===== config.mk =====
export PLATFORM = sky130hd
export DESIGN_NAME = amc_master_clkgen
export DESIGN_NICKNAME = d
export VERILOG_FILES = /design/src/rtl/amc_pkg.sv /design/src/rtl/amc_strap_latch.sv /design/src/rtl/amc_bit_div.sv /design/src/rtl/amc_frame_div.sv /design/src/rtl/amc_master_clkgen.sv
export SDC_FILE = /design/constraint.sdc
export NUM_CORES = 1
export LEC_CHECK = 0
export CAP_MARGIN = 10
export CORE_AREA = 2 2 52 54
export CTS_CLUSTER_DIAMETER = 200
export DETAILED_ROUTE_END_ITERATION = 6
export DIE_AREA = 0 0 54 56
export HOLD_SLACK_MARGIN = 0.05
export PLACE_DENSITY_LB_ADDON = 0.08
export SLEW_MARGIN = 20
export SYNTH_ARGS = -nofsm -noshare
export SYNTH_HDL_FRONTEND = slang
export SYNTH_SLANG_ARGS = --single-unit

===== constraint.sdc =====
create_clock -name clk -period 2.6 [get_ports clk]
set_input_delay 0.26 -clock clk [delete_from_list [all_inputs] [get_ports clk]]
set_output_delay 0.26 -clock clk [all_outputs]
set_load 0.03 [all_outputs]

===== src/rtl/amc_pkg.sv =====
package amc_pkg;

    localparam int DIV_W    = 4;
    localparam int RATIO_LO = 256;
    localparam int RATIO_HI = 384;

    typedef logic [DIV_W-1:0] div_t;

    typedef struct packed {
        logic dbl_speed;
        logic ratio_hi;
        logic prediv;
    } strap_cfg_t;

    // Master cycles per bit-clock period for a latched configuration.
    function automatic div_t bit_period(strap_cfg_t cfg, int unsigned frame_bits);
        int unsigned n;
        n = (cfg.ratio_hi ? RATIO_HI : RATIO_LO) / frame_bits;
        if (cfg.dbl_speed)
            n = n / 2;
        else if (cfg.prediv)
            n = n * 2;
        return div_t'(n);
    endfunction

endpackage


===== src/rtl/amc_strap_latch.sv =====
module amc_strap_latch
    import amc_pkg::*;
#(
    parameter int SETTLE_CYCLES = 16
) (
    input  logic       clk,
    input  logic       rst,
    input  logic       strap_speed,
    input  logic       strap_ratio,
    input  logic       prediv_req,
    output logic       run,
    output strap_cfg_t cfg
);
    localparam int SW = $clog2(SETTLE_CYCLES + 1);

    logic [SW-1:0] settle_cnt;

    always_ff @(posedge clk) begin
        if (rst) begin
            settle_cnt <= '0;
            run        <= 1'b0;
            cfg        <= '0;
        end else if (!run) begin
            if (settle_cnt == SW'(SETTLE_CYCLES - 1)) begin
                run           <= 1'b1;
                cfg.dbl_speed <= strap_speed;
                cfg.ratio_hi  <= strap_ratio;
                cfg.prediv    <= prediv_req;
            end else begin
                settle_cnt <= settle_cnt + 1'b1;
            end
        end
    end

endmodule


===== src/rtl/amc_bit_div.sv =====
module amc_bit_div
    import amc_pkg::*;
(
    input  logic clk,
    input  logic rst,
    input  logic run,
    input  div_t period,
    output logic bclk,
    output logic rise_stb,
    output logic fall_stb,
    output logic tick
);
    div_t cnt, cnt_nx, low_len;

    always_comb begin
        low_len = period >> 1;
        tick    = run && (cnt == div_t'(period - 1'b1));
        cnt_nx  = tick ? '0 : cnt + 1'b1;
    end

    always_ff @(posedge clk) begin
        if (rst || !run) begin
            cnt      <= '0;
            bclk     <= 1'b0;
            rise_stb <= 1'b0;
            fall_stb <= 1'b0;
        end else begin
            cnt      <= cnt_nx;
            bclk     <= (cnt_nx >= low_len);
            rise_stb <= (cnt_nx == low_len);
            fall_stb <= tick;
        end
    end

endmodule


===== src/rtl/amc_frame_div.sv =====
module amc_frame_div #(
    parameter int FRAME_BITS = 64
) (
    input  logic clk,
    input  logic rst,
    input  logic run,
    input  logic tick,
    output logic wclk,
    output logic frame_stb
);
    localparam int FW   = $clog2(FRAME_BITS);
    localparam int HALF = FRAME_BITS / 2;

    logic [FW-1:0] bit_idx, idx_nx;

    always_comb begin
        idx_nx = (bit_idx == FW'(FRAME_BITS - 1)) ? '0 : bit_idx + 1'b1;
    end

    always_ff @(posedge clk) begin
        if (rst || !run) begin
            bit_idx   <= '0;
            wclk      <= 1'b0;
            frame_stb <= 1'b0;
        end else begin
            frame_stb <= tick && (idx_nx == '0);
            if (tick) begin
                bit_idx <= idx_nx;
                wclk    <= (idx_nx >= FW'(HALF));
            end
        end
    end

endmodule


===== src/rtl/amc_master_clkgen.sv =====
module amc_master_clkgen
    import amc_pkg::*;
#(
    parameter int SETTLE_CYCLES = 16,
    parameter int FRAME_BITS    = 64
) (
    input  logic clk,
    input  logic rst,
    input  logic bclk_pad_in,
    input  logic wclk_pad_in,
    input  logic prediv_req,
    output logic bclk_out,
    output logic bclk_oe,
    output logic wclk_out,
    output logic wclk_oe,
    output logic bit_rise_stb,
    output logic bit_fall_stb,
    output logic frame_stb
);
    strap_cfg_t cfg;
    logic       run;
    logic       tick;
    div_t       period;

    amc_strap_latch #(.SETTLE_CYCLES(SETTLE_CYCLES)) u_strap (
        .clk        (clk),
        .rst        (rst),
        .strap_speed(wclk_pad_in),
        .strap_ratio(bclk_pad_in),
        .prediv_req (prediv_req),
        .run        (run),
        .cfg        (cfg)
    );

    always_comb period = bit_period(cfg, FRAME_BITS);

    amc_bit_div u_bit (
        .clk     (clk),
        .rst     (rst),
        .run     (run),
        .period  (period),
        .bclk    (bclk_out),
        .rise_stb(bit_rise_stb),
        .fall_stb(bit_fall_stb),
        .tick    (tick)
    );

    amc_frame_div #(.FRAME_BITS(FRAME_BITS)) u_frame (
        .clk      (clk),
        .rst      (rst),
        .run      (run),
        .tick     (tick),
        .wclk     (wclk_out),
        .frame_stb(frame_stb)
    );

    always_comb begin
        bclk_oe = run;
        wclk_oe = run;
    end

endmodule


==> results of run 1 <==
how the worst max path moves through the flow:
| stage | end | cells after the start | slack [ns] | startpoint |
|---|---|---|---|---|
| floorplan | u_bit.bclk | 10 | 0.51 | u_strap.cfg[2] |
| global placement | u_bit.bclk | 10 | 0.33 | u_strap.cfg[2] |
| detailed placement | u_bit.bclk | 10 | 0.26 | u_strap.cfg[2] |
| CTS | u_bit.bclk | 10 | 0.24 | u_strap.cfg[2] |
| global route | u_bit.bclk | 10 | 0.06 | u_strap.cfg[2] |
| finish | u_bit.bclk | 10 | 0.21 | u_strap.cfg[2] |
state kept, by name (all words and copies together), names as in the netlist:
signal,cells
u_frame.wclk,1
u_bit.bclk,1
u_bit.cnt,4
u_strap.settle_cnt,5
u_frame.bit_idx,6
u_bit.fall_stb,1
u_bit.rise_stb,1
u_strap.run,1
u_frame.frame_stb,1
u_strap.cfg,3
Yosys cell counts, types with 3 or more instances:
cell type / count
ha_1: 7
nand2b_1: 5
nand3_1: 5
a21oi_1: 9
nor2_1: 16
xnor2_1: 3
dfxtp_1: 24
inv_1: 3
or4_1: 3
o21ai_0: 6
nand2_1: 6
a31oi_1: 5
and3_1: 4
kinds of logic (layout without fill, tap and decap cells):
logic type / after synthesis / in the layout / synth area share (%)
and+or+nand+nor: 52 / 52 / 23.81
buffers and inverters: 6 / 18 / 2.223
AOI/OAI and AO/OA: 37 / 37 / 21.38
xor gates and xnor gates: 5 / 5 / 3.704
adders and majority gates: 7 / 7 / 7.407
muxes: 1 / 1 / 0.8466
DFF: 24 / 24 / 40.63
layout make-up:
cell class	instances	area, sq um
multi-input cells	102	675.6
flip-flops and latches	24	480.5
fillers	222	1087
well taps	30	37.54
clock buffers	3	22.52
inverters	3	11.26
repair buffers	12	117.6
critical path, delay by kind of cell (launching register included):
| family | cells | cell delay [ns] |
|---|---|---|
| simple gates | 4 | 0.60 |
| fa+ha+maj | 1 | 0.30 |
| flops | 1 | 0.50 |
| compound gates | 5 | 0.87 |
per-stage QoR:
step	utilization, %	cells	power [mW]
after floorplan	-	132	0.3916
after CTS	55.30	174	0.5569
after global routing	55.30	174	0.5771
after detailed placement	54.37	171	0.3996
final	55.30	174	0.5479
after global placement	54.37	171	0.3991
routing by layer:
metal  vias to the layer above  GRT usage [%]
met1                       435          22.13
met2                        14          27.87
li1                        510              -
met5                         -              0
met4                         0          4.286
met3                         2          6.183
power by group through the flow:
stage / registers (mW) / clock network (mW) / logic (mW)
finish: 0.375 / 0.157 / 0.0160
global route: 0.375 / 0.182 / 0.0198
CTS: 0.375 / 0.165 / 0.0165
detailed placement: 0.383 / 0 / 0.0163
global placement: 0.383 / 0 / 0.0160
floorplan: 0.383 / 0 / 0.00894
==> flow_metrics.tcl, run 1 <==
set metrics [dict create \
    status "completed" \
    p_clk_share_pct 28.7 \
    grt_pass1_vias 962 \
    setup_ws_ns 0.2128 \
    drtAntennaViolNets 0 \
    vdd_drop_max_v 0.0003935 \
    cts_tree "done" \
    drt_iter0_drc 16 \
    synth_area_leaders "dfxtp_1 41%, ha_1 7.4%, nor2_1 5.1%, a21oi_1 3.8%, a31oi_1 2.6%" \
    synth-seq-cells 24 \
    hold_buffers 0 \
    finClkSkew_ns 0.005861 \
    wl_per_cell_microns 13.53 \
    critical_path.cell_chain "o21ai_0 > and4b_1 > a31o_2 > nand2_2 > nand2b_1 > ha_1 > nand2b_1 > a21o_1 > a21oi_1 > a21oi_1" \
    ys_seq_area_share_pct 40.63 \
    async_flop_share_pct 0 \
    cts_setup_buffers 0 \
    r2r-end "u_bit.bclk" \
    hold_path.class "reg -> reg" \
    diodes 0 \
    maxSlewHeadroom_pct 55.57 \
    setup_tns_ns 0 \
    start_kind "flip-flop" \
    endpoint_kind "flip-flop" \
    cts_sinks 24 \
    fin_crit_sh_pct 91.82 \
    htree_levels 1 \
    r2r-start "u_strap.cfg[2]" \
    start_util_pct 48.61 \
    worst_pin_slew_ns 0.6634 \
    pwr-share-seq_pct 68.4 \
    firstDrtPassIters 4 \
    internal_power_mw 0.4355 \
    netSwitchingPower_mw 0.1125 \
    top_layer "met4" \
    core_area_sq_um 2432 \
    via_count 961 \
    synthCells 132 \
    design_area_sq_um 1345 \
    grt_pass1_wl_mm 4.008 \
    fmax_mhz 418.9 \
    dp_slack_ns 0.2648 \
    synthToLayoutAreaGrowth_pct 13.76 \
    synth_top_area_share_pct 40.63 \
    rsz0062_at_grt "no" \
    hp-start "u_frame.wclk" \
    drc_errors 0 \
    arrival_ns 2.58 \
    vias_per_cell 5.523 \
    ys_warn_count 0 \
    syn-cell-area_sq_um 1182 \
    drv_cap 0 \
    hold_viol 0 \
    die_area_sq_um 3024 \
    nNetsFinal 158 \
    cts_root_buffer "clkbuf_4" \
    crit_required_ns 2.79 \
    power_leakage_nw 0.5280 \
    r2r_slack_ns 0.21 \
    synth_edf_count 0 \
    cts_buffer_depth 2 \
    wl_met2_mm 1.162 \
    p_sw_share_pct 20.52 \
    antenna_found_initial 0 \
    avgSynthCellArea_sq_um 8.957 \
    critPathMaxStageDelay_ns 0.50 \
    layout_commonest_cell "dfxtp_1" \
    critical_path_class "reg -> reg" \
    grt_usage_pct 17.49 \
    hold_slack_ns 0.4917 \
    postPlaceCellArea_sq_um 1323 \
    cp_slowest_cell "dfxtp_1" \
    pwr-share-comb_pct 2.9 \
    fp-row-count 18 \
    wl_met3_microns 72 \
    numCtsBuffers 3 \
    io_buffers 11 \
    clk_latency_ns 0.31 \
    setup_violations 0 \
    die_h_microns 56 \
    r2r.worst_path.cells 10 \
    min_to "u_frame.wclk" \
    cts.repair.resized 0 \
    layout_common_cells "24 x dfxtp_1, 16 x nor2_1, 11 x clkdlybuf4s50_1" \
    wl_mm 2.354 \
    hpwlAfterDp_mm 1.734 \
    power_density_nw_per_um2 407.4 \
    worst-path-max-fanout 9 \
    place.gp.congestion 0.8271 \
    grt_overflow_total 0 \
    hold_path_depth 1 \
    ios 12 \
    ys.flop_type "dfxtp_1" \
    yosysTopAreaCell "dfxtp_1" \
    post-route-min-period_ns 2.387 \
    grt_max_degree 13 \
    drive_gt1_share_pct 9.028 \
    met1_length_mm 1.103 \
    syn-num-nets 144 \
    slew_viol_final 0 \
    synth_cell_types 41 \
    dieWidth_microns 54 \
    cts.clk_slew.worst_paths_ns 0.12 \
]
Power figures use the tool's default switching activity.
==> run 2: changes to the inputs <==
CORE_AREA = 2 2 50 52   (was 2 2 52 54)
DIE_AREA = 0 0 52 54   (was 0 0 54 56)
SLEW_MARGIN = 25   (was 20)
==> run 2 against run 1 <==
  * Non-clock buffer count is the same
  * Via count increased by 6.5%
  * Utilization increased by 4.0 points
  * Die area down 7.1%
  * Sequential cell count stayed put
  * Register-to-register slack gained 0.04 ns
  * Worst setup slack better by 0.043 ns
  * Sequential share of layout area is 0.78 points lower
  * Routed wire length decreased by 1.3%
  * Critical path type unchanged
  * Largest power group unchanged
  * Highest routed layer unchanged
==> flow_metrics.tcl, run 2 (synthesis results as in run 1) <==
set metrics [dict create \
    status "completed" \
    cts_tree "done" \
    grt_max_degree 15 \
    wl_per_cell_microns 13.27 \
    setup_violations 0 \
    start_kind "flip-flop" \
    clk_latency_ns 0.31 \
    hold_slack_ns 0.4856 \
    fmax_mhz 426.6 \
    fin_crit_sh_pct 90.15 \
    grt_pass1_vias 901 \
    dp_slack_ns 0.2721 \
    reg_top3 "u_frame.bit_idx: 6 flops, u_strap.settle_cnt: 5 flops, u_bit.cnt: 4 flops" \
    nNetsFinal 158 \
    largest_register_ffs 6 \
    die_area_sq_um 2808 \
    htree_levels 1 \
    layout_common_cells "24 x dfxtp_1, 16 x nor2_1, 11 x clkdlybuf4s50_1" \
    io_buffers 11 \
    cts.repair.resized 0 \
    power_leakage_nw 0.5421 \
    cts_root_buffer "clkbuf_4" \
    worst_pin_slew_ns 0.5795 \
    grt_overflow_total 0 \
    hpwlAfterDp_mm 1.719 \
    cp_num_buf_inv 0 \
    dieWidth_microns 52 \
    fp-row-count 18 \
    hold_path.class "reg -> reg" \
    fin_util_pct 59.28 \
    finClkSkew_ns 0.004179 \
    maxSlewHeadroom_pct 61.19 \
    synthToLayoutAreaGrowth_pct 16.30 \
    drtAntennaViolNets 0 \
    hold_buffers 0 \
    drive_gt1_share_pct 9.655 \
    power_density_nw_per_um2 485.1 \
    top_register "u_frame.bit_idx" \
    place.gp.congestion 0.8490 \
    crit_required_ns 2.81 \
    critical_path.cell_chain "o21ai_0 > and4b_1 > a31o_2 > nand2_2 > nand2b_1 > ha_1 > nand2b_1 > a21o_1 > a21oi_1 > a21oi_1" \
    drv_cap 0 \
    start_util_pct 50.97 \
    core_area_sq_um 2320 \
    drc_errors 0 \
    critical_path_class "reg -> reg" \
    r2r_slack_ns 0.26 \
    worst-path-max-fanout 9 \
    cts_setup_buffers 0 \
    cts_buffer_depth 2 \
    rsz0062_at_grt "no" \
    cp_slowest_cell "dfxtp_1" \
    critPathMaxStageDelay_ns 0.50 \
    grt_pass1_wl_mm 3.870 \
    layout_commonest_cell "dfxtp_1" \
    numCtsBuffers 3 \
    vdd_drop_max_v 0.0003845 \
    slew_viol_final 0 \
    antenna_found_initial 0 \
    hold_viol 0 \
    arrival_ns 2.55 \
    ios 12 \
    crit_family "compound AO/OA/AOI/OAI gates" \
    cts_sinks 24 \
    endpoint_kind "flip-flop" \
    power_mw 0.6671 \
    grt_usage_pct 18.35 \
    diodes 0 \
    cts.clk_slew.worst_paths_ns 0.14 \
    setup_ws_ns 0.2561 \
    post-route-min-period_ns 2.344 \
    vias_per_cell 5.846 \
    die_h_microns 54 \
    drt_iter0_drc 13 \
    setup_tns_ns 0 \
    via_count 1023 \
    wl_mm 2.323 \
    firstDrtPassIters 4 \
]
-- run 2: cell types whose count changed in the layout (fill, tap and decap cells not counted) --
cell and delta:
bufinv_16 +1
-- run 2: metrics by stage --
| step | area [sq um] | cells |
|---|---|---|
| after global routing | 1375 | 175 |
| after floorplan | 1182 | 132 |
| after global placement | 1323 | 171 |
| after CTS | 1375 | 175 |
| after detailed placement | 1323 | 171 |
| final | 1375 | 175 |
-- run 2: where the power goes --
part           internal [mW]  total (mW)  switching [mW]
combinational        0.00975      0.0162         0.00647
sequential             0.372       0.375         0.00345
clock                  0.156       0.275           0.120
-- run 2: worst register-to-register path: stages, from the launching register on --
cell      delay, ns
dfxtp_1        0.50
o21ai_0        0.17
and4b_1        0.25
a31o_2         0.26
nand2_2        0.13
nand2b_1       0.08
ha_1           0.30
nand2b_1       0.15
a21o_1         0.17
a21oi_1        0.13
a21oi_1        0.08
-- run 2: cell type report --
| type | instances | area (sq um) |
|---|---|---|
| clock buffers | 3 | 22.52 |
| clock inverters | 1 | 30.03 |
| fillers | 228 | 944.7 |
| inverters | 3 | 11.26 |
| multi-input cells | 102 | 675.6 |
| flip-flops and latches | 24 | 480.5 |
| well taps | 30 | 37.54 |
| repair buffers | 12 | 117.6 |
-- run 2: path summary, 6_finish.rpt --
check                                    start           end  cells past startpoint
worst max-delay path            u_strap.cfg[2]    u_bit.bclk                     10
worst min-delay path              u_frame.wclk  u_frame.wclk                      1
worst max register to register  u_strap.cfg[2]    u_bit.bclk                     10
worst min register to register    u_frame.wclk  u_frame.wclk                      1
-- run 2: routing by layer --
layer | vias to the layer above | share of wire, % | GRT usage (%)
met5 | - | 0 | 0
met4 | 0 | 0.60 | 5.702
met3 | 2 | 4.1 | 2.500
met2 | 24 | 49 | 33.33
met1 | 485 | 46 | 22.37
li1 | 512 | - | -
==> run 3: changes to the inputs <==
ABC_CLOCK_PERIOD_IN_PS = 2600   (was unset)
==> results of run 3 <==
Final layout, timing and power as in run 2 (identical DEF).
